$ cat config.mk
export PLATFORM = sky130hd
export DESIGN_NAME = strobed_input_port
export DESIGN_NICKNAME = d
export VERILOG_FILES = /design/src/rtl/strb_in_pkg.sv /design/src/rtl/sync_bit.sv /design/src/rtl/edge_det.sv /design/src/rtl/data_delay.sv /design/src/rtl/hs_core.sv /design/src/rtl/strobed_input_port.sv
export SDC_FILE = /design/constraint.sdc
export NUM_CORES = 1
export LEC_CHECK = 0
export BUFFER_PORTS_ARGS = -buffer_cell sky130_fd_sc_hd__buf_4
export CAP_MARGIN = 20
export CORE_ASPECT_RATIO = 0.6
export CORE_UTILIZATION = 47
export CTS_CLUSTER_DIAMETER = 150
export CTS_CLUSTER_SIZE = 40
export DETAILED_ROUTE_END_ITERATION = 10
export PLACE_DENSITY_LB_ADDON = 0.25
export SKIP_LAST_GASP = 1
export SYNTH_ARGS = -nofsm -noshare
export SYNTH_HDL_FRONTEND = slang
export SYNTH_SLANG_ARGS = --single-unit
$ cat constraint.sdc
create_clock -name clk -period 1.4 [get_ports clk]
set_input_delay 0.07 -clock clk [delete_from_list [all_inputs] [get_ports clk]]
set_output_delay 0.07 -clock clk [all_outputs]
set_load 0.05 [all_outputs]
$ cat src/rtl/strb_in_pkg.sv
package strb_in_pkg;

  // True when the command is a bit set/reset that addresses the enable bit.
  function automatic logic strb_cmd_hits(input logic [7:0] cmd, input logic [2:0] sel);
    return (cmd[7] == 1'b0) && (cmd[3:1] == sel);
  endfunction

  // Status layout: {full, enable, request}, placed at bits 5..3 of the shared register.
  function automatic logic [2:0] strb_pack_status(input logic full, input logic en,
                                                  input logic req);
    return {full, en, req};
  endfunction

endpackage

$ cat src/rtl/sync_bit.sv
module sync_bit #(
  parameter int   STAGES   = 2,
  parameter logic RST_VAL  = 1'b1
) (
  input  logic clk,
  input  logic rst_n,
  input  logic d,
  output logic q
);
  logic [STAGES-1:0] sh;

  always_ff @(posedge clk or negedge rst_n) begin
    if (!rst_n) begin
      sh <= {STAGES{RST_VAL}};
    end else begin
      sh[0] <= d;
      for (int i = 1; i < STAGES; i++) sh[i] <= sh[i-1];
    end
  end

  assign q = sh[STAGES-1];
endmodule

$ cat src/rtl/edge_det.sv
module edge_det #(
  parameter logic IDLE = 1'b1
) (
  input  logic clk,
  input  logic rst_n,
  input  logic lvl,
  output logic rise,
  output logic fall
);
  logic prev;

  always_ff @(posedge clk or negedge rst_n) begin
    if (!rst_n) prev <= IDLE;
    else        prev <= lvl;
  end

  assign rise = lvl & ~prev;
  assign fall = ~lvl & prev;
endmodule

$ cat src/rtl/data_delay.sv
module data_delay #(
  parameter int DATA_W = 8,
  parameter int STAGES = 2
) (
  input  logic              clk,
  input  logic              rst_n,
  input  logic [DATA_W-1:0] d,
  output logic [DATA_W-1:0] q
);
  logic [DATA_W-1:0] pipe [STAGES];

  always_ff @(posedge clk or negedge rst_n) begin
    if (!rst_n) begin
      for (int i = 0; i < STAGES; i++) pipe[i] <= '0;
    end else begin
      pipe[0] <= d;
      for (int i = 1; i < STAGES; i++) pipe[i] <= pipe[i-1];
    end
  end

  assign q = pipe[STAGES-1];
endmodule

$ cat src/rtl/hs_core.sv
module hs_core #(
  parameter int DATA_W = 8
) (
  input  logic              clk,
  input  logic              rst_n,
  input  logic              stb_low,
  input  logic              stb_fall,
  input  logic              stb_rise,
  input  logic              rd_fall,
  input  logic              rd_rise,
  input  logic              cmd_hit,
  input  logic              cmd_val,
  input  logic [DATA_W-1:0] din,
  output logic [DATA_W-1:0] data_out,
  output logic              buf_full,
  output logic              int_en,
  output logic              intr_req
);
  logic req_set;
  assign req_set = stb_rise & int_en & buf_full;

  always_ff @(posedge clk or negedge rst_n) begin
    if (!rst_n) begin
      data_out <= '0;
      buf_full <= 1'b0;
      int_en   <= 1'b0;
      intr_req <= 1'b0;
    end else begin
      if (stb_low) data_out <= din;
      // A strobe fall takes priority over a read rise.
      if (stb_fall)     buf_full <= 1'b1;
      else if (rd_rise) buf_full <= 1'b0;
      if (req_set)      intr_req <= 1'b1;
      else if (rd_fall) intr_req <= 1'b0;
      if (cmd_hit)      int_en   <= cmd_val;
    end
  end
endmodule

$ cat src/rtl/strobed_input_port.sv
module strobed_input_port
  import strb_in_pkg::*;
#(
  parameter int         DATA_W      = 8,
  parameter int         SYNC_STAGES = 2,
  parameter logic [2:0] EN_BIT      = 3'd4
) (
  input  logic              clk,
  input  logic              rst_n,
  input  logic [DATA_W-1:0] port_pins,
  input  logic              strobe_n,
  input  logic              read_n,
  input  logic              cmd_valid,
  input  logic [7:0]        cmd_byte,
  output logic [DATA_W-1:0] data_out,
  output logic              buf_full,
  output logic              int_en,
  output logic              intr_req,
  output logic [2:0]        status_field
);
  // Synchronised strobe and read levels.
  logic stb_s, rd_s;
  // Named edge events, used by the core and the checker.
  logic stb_rise, stb_fall, rd_rise, rd_fall, cmd_hit;
  // Pin data delayed to line up with the strobe.
  logic [DATA_W-1:0] pins_d;

  sync_bit #(.STAGES(SYNC_STAGES), .RST_VAL(1'b1)) u_sync_stb (
    .clk(clk), .rst_n(rst_n), .d(strobe_n), .q(stb_s));
  sync_bit #(.STAGES(SYNC_STAGES), .RST_VAL(1'b1)) u_sync_rd (
    .clk(clk), .rst_n(rst_n), .d(read_n), .q(rd_s));

  edge_det #(.IDLE(1'b1)) u_edge_stb (
    .clk(clk), .rst_n(rst_n), .lvl(stb_s), .rise(stb_rise), .fall(stb_fall));
  edge_det #(.IDLE(1'b1)) u_edge_rd (
    .clk(clk), .rst_n(rst_n), .lvl(rd_s), .rise(rd_rise), .fall(rd_fall));

  data_delay #(.DATA_W(DATA_W), .STAGES(SYNC_STAGES)) u_delay (
    .clk(clk), .rst_n(rst_n), .d(port_pins), .q(pins_d));

  assign cmd_hit = cmd_valid & strb_cmd_hits(cmd_byte, EN_BIT);

  hs_core #(.DATA_W(DATA_W)) u_core (
    .clk(clk), .rst_n(rst_n),
    .stb_low(~stb_s), .stb_fall(stb_fall), .stb_rise(stb_rise),
    .rd_fall(rd_fall), .rd_rise(rd_rise),
    .cmd_hit(cmd_hit), .cmd_val(cmd_byte[0]),
    .din(pins_d), .data_out(data_out),
    .buf_full(buf_full), .int_en(int_en), .intr_req(intr_req));

  assign status_field = strb_pack_status(buf_full, int_en, intr_req);
endmodule

# After elaboration in Yosys (flattened, before gate mapping)
# Index checks and enable logic that the tools add are counted.
[classes] n_mux=4 n_bitwise=12 reduce_logical=3 n_eq_ne=1
[op_table] cell="$and A1 B1 Y1" count=7
[op_table] cell="$not A1 Y1" count=5
[op_table] cell="$mux W1" count=4
[op_table] cell="$reduce_bool A2 Y1" count=2
[op_table] cell="$eq A3 B3 Y1 const B" count=1
[op_table] cell="$logic_and A1 B1 Y1" count=1
[totals] elab_cells=30 ff_bits=33 output_inout_bits=14 in_bits=21

# Depth between registers and ports, before layout
[depth] depth_word=5 depth_mapped=3 ltp_nobuf=3

# Cells and area by module
# A second synthesis with hierarchy kept.
[hier_totals] cells_unflattened=66 hier_area_um2=1133.6
[by_module_without_submodules] mod="data_delay" area_per_inst_um2=460.4 seq_area_each_um2=400.4 cells_each=24 n_inst=1
[by_module_without_submodules] mod="hs_core" area_per_inst_um2=442.9 seq_area_each_um2=275.3 cells_each=26 n_inst=1
[by_module_without_submodules] mod="sync_bit" area_per_inst_um2=52.6 seq_area_each_um2=52.6 cells_each=2 n_inst=2
[by_module_without_submodules] mod="edge_det" area_per_inst_um2=41.3 seq_area_each_um2=26.3 cells_each=3 n_inst=2
[by_module_without_submodules] mod="strobed_input_port" area_per_inst_um2=42.5 seq_area_each_um2=0.0 cells_each=6 n_inst=1

# Worst setup path after synthesis
# No wires, ideal clock.
[synth_path] kind="flip-flop to flip-flop" start="register u_sync_stb.sh[1]" end="register u_core.data_out[0]" n_path_buf=1 arrival_time_ps=1028 stages_incl_launch_ff=3 slack_ps=248 t_required_ps=1275 synth_period_minus_slack_ps=1152 setup_ps=125 path_cell_list="dfstp_2 buf_2 mux2_2"
[synth_lines] element="start, declared" line_no="sync_bit.sv:10" rtl="logic [STAGES-1:0] sh;"
[synth_lines] element="start signal, assigned" line_no="sync_bit.sv:14" rtl="sh <= {STAGES{RST_VAL}};"
[synth_lines] element="end signal, assigned" line_no="hs_core.sv:29" rtl="if (stb_low) data_out <= din;"
[synth_lines] element="end, declared" line_no="hs_core.sv:14" rtl="output logic [DATA_W-1:0] data_out,"
# No word-level cell between the ends.

# Worst setup path in the final report
[layout_path] start="register u_sync_stb.sh[1]" end="register u_core.data_out[3]"
# No word-level cell between the ends.

==> results.md <==
- H-tree depth: 2
- Critical path endpoint category: register
- Sw Pwr: 0.584 mW
- CTS buffer count: 5
- Clk_lat worst skew: 330 ps
- Max Fclk: 0.867 GHz
- CP Cell Sequence: mux2_2
- Pleak: 0.681 nW
- CTS tree: done
- Final hold vios: 0
- Final setup violation count: 0
- Largest net degree at the start of global routing: 34
- DRC violations left: 0
- WP buf/inv: 0
- Initial Util: 52.6%
- Clk root buf: clkbuf_4
- 1st-iter DRT viols: 14
- Gate Count Post-Synth: 54
- Comb pwr share: 20.5%
- Setup WS pre-CTS: 247 ps
- WP data arrival: 1370 ps
- Via Count: 562
- Status: complete, no violations
- Ports: 35
- Wire length per cell: 11.6 um
- Hold crit path type: input port to register
- Crit-path leading delay family: flip-flops
- Pins Over Slew Limit: 0
- Relative slew slack: 74.7%
- Clk buf depth: 2
- Die Wd: 62.1 um
- Initial antenna violation count: 0
- Total GRT Usage: 16.6%
- Sequential Power Share: 53.1%
- Pwr Density: 1400 nW/um^2
- Setup tns final: 0 ps
- Min Tclk post-route: 1150 ps
- Rows: 12
- Final WL: 1.49 mm
- Netlist Area Pre-Place: 1020 um^2
- Seq/Total Area, Yosys: 81.7%
- CP startpoint kind: register
- Max-cap check violation count: 0
- Net Count, Synth: 75
- CP Class: register to register
- Die height: 38.1 um
- Final #Nets: 121
- Antenna diodes: 0
- Yosys cell types: 12
- Peak VDD IR: 0.938 mV
- Die area: 2370 um^2
- Routed vias/inst: 4.36
- TritonRoute pass-1 iters: 4
- Period utilization: 82.4%
- # port buffers: 31
- #FFs+latches synth: 33
- Internal power: 1.44 mW
- Avg Cell Area, Syn: 18.9 um^2
- DRT antenna net count: 0
- CTS clk-pin slew, worst paths: 90 ps
- First-pass GRT wire length: 2.44 mm
- Switching Share: 28.9%
- Core Area: 1940 um^2
- Area Growth Syn to Fin: 41.1%
- Layout cells sized above 1: 52.5%
- Global route overflow: 0
- RSZ-0062 raised after global routing: false
- Yosys warns: 0
- Critical path's largest stage delay: 680 ps
- Clock power frac: 26.4%
- # fillers: 139
- GP Congestion: 0.660
- Worst-Margin Slew: 379 ps
- Slowest-stage cell, CP: dfstp_2
- Vias in the first global route: 520
- Crit path max fanout: 11
- Clock Skew: 6.57 ps
- Req. time, crit path: 1620 ps
- Worst setup margin: 246 ps
- Clock Sinks: 33
- Post-cts sizing count: 0
cell type report:
cell class                      instances  area (um^2)  area share [%]
Timing Repair Buffer                   43          353            24.5
Sequential cell                        33          833            57.9
Tap cell                               28         35.0            2.43
Multi-Input combinational cell         15          151            10.5
Inverter                                2         7.51           0.522
Clock buffer                            8         58.8            4.09
path summary, 6_finish.rpt:
path                            slack [ps]            endpoint        startpoint  depth (start not counted)
min in group asynchronous              200  u_core.data_out[1]             rst_n                          2
worst max register to register         250  u_core.data_out[3]  u_sync_stb.sh[1]                          1
max in group asynchronous              880     u_sync_rd.sh[0]             rst_n                          2
worst min register to register         350        u_delay.q[3]  u_delay.pipe[11]                          0
worst min-delay path                    90       u_core.int_en         cmd_valid                          3
worst max-delay path                   250  u_core.data_out[3]  u_sync_stb.sh[1]                          1
per-stage QoR:
stage                     utilization (%)  hold slack [ps]  cell area (um^2)  total power [mW]  cells
after floorplan                         -             -226              1020              1.35     54
after global placement               65.1             22.0              1260              1.47    109
after detailed placement             65.1             22.2              1260              1.48    109
after CTS                            74.3             74.6              1440              2.04    129
after global routing                 74.3             86.4              1440              2.12    129
final                                74.3             87.7              1440              2.02    129
registers in the layout, indices dropped and copies added, names as in the netlist:
register and cells:
u_core.buf_full 1, u_core.data_out 8, u_edge_rd.prev 1, u_sync_rd.sh 2, u_core.intr_req 1, u_delay.pipe 8
u_delay.q 8, u_edge_stb.prev 1, u_core.int_en 1, u_sync_stb.sh 2
cells by family (layout without fill, tap and decap cells):
| family | Yosys count | in the layout | synth area share, % |
|---|---|---|---|
| flip-flops | 33 | 33 | 81.7 |
| multiplexers | 9 | 9 | 10.3 |
| buffers and inverters | 6 | 53 | 3.44 |
| AO/OA/AOI/OAI | 4 | 4 | 2.70 |
| AND/OR/NAND/NOR | 2 | 2 | 1.84 |
power by group through the flow:
stage	Sequential (mW)	Combinational, mW	Clock [mW]
CTS	1.07	0.417	0.553
detailed placement	1.09	0.391	0
finish	1.07	0.415	0.533
global placement	1.09	0.387	0
global route	1.08	0.433	0.602
floorplan	1.22	0.131	0
placed cells by master, fill, tap and decap left out, drive strengths merged:
| master | instances |
|---|---|
| buf | 31 |
| dfrtp | 27 |
| dlygate4sd3 | 12 |
| mux2 | 9 |
| clkbuf | 8 |
| dfstp | 6 |
| inv | 2 |
| o21ai | 2 |
| a21boi | 1 |
| a41o | 1 |
| nor4b | 1 |
| nand2 | 1 |
Yosys cell counts:
master    count  area (um^2)
inv_1         2         7.51
o21ai_0       2         10.0
a21boi_0      1         7.51
buf_4         3         22.5
nand2_1       1         3.75
mux2_4        1         15.0
mux2_2        8         90.1
buf_2         1         5.00
nor4b_2       1         15.0
dfstp_2       6          158
dfrtp_1      27          676
a41o_1        1         10.0
layer usage:
layer	GRT usage [%]	share of wire [%]	wire length, um	vias up
met5	0	0	0	-
met4	14.0	3.2	48	0
met3	8.04	7.6	114	7
met2	26.1	51	757	21
met1	17.6	38	574	265
li1	-	-	-	269
what timing repair did:
| action | CTS | global route |
|---|---|---|
| buffers inserted | 0 | 0 |
| hold buffers | 12 | 0 |
| hold endpoints to repair | 44 | 0 |
Power figures use the tool's default switching activity.
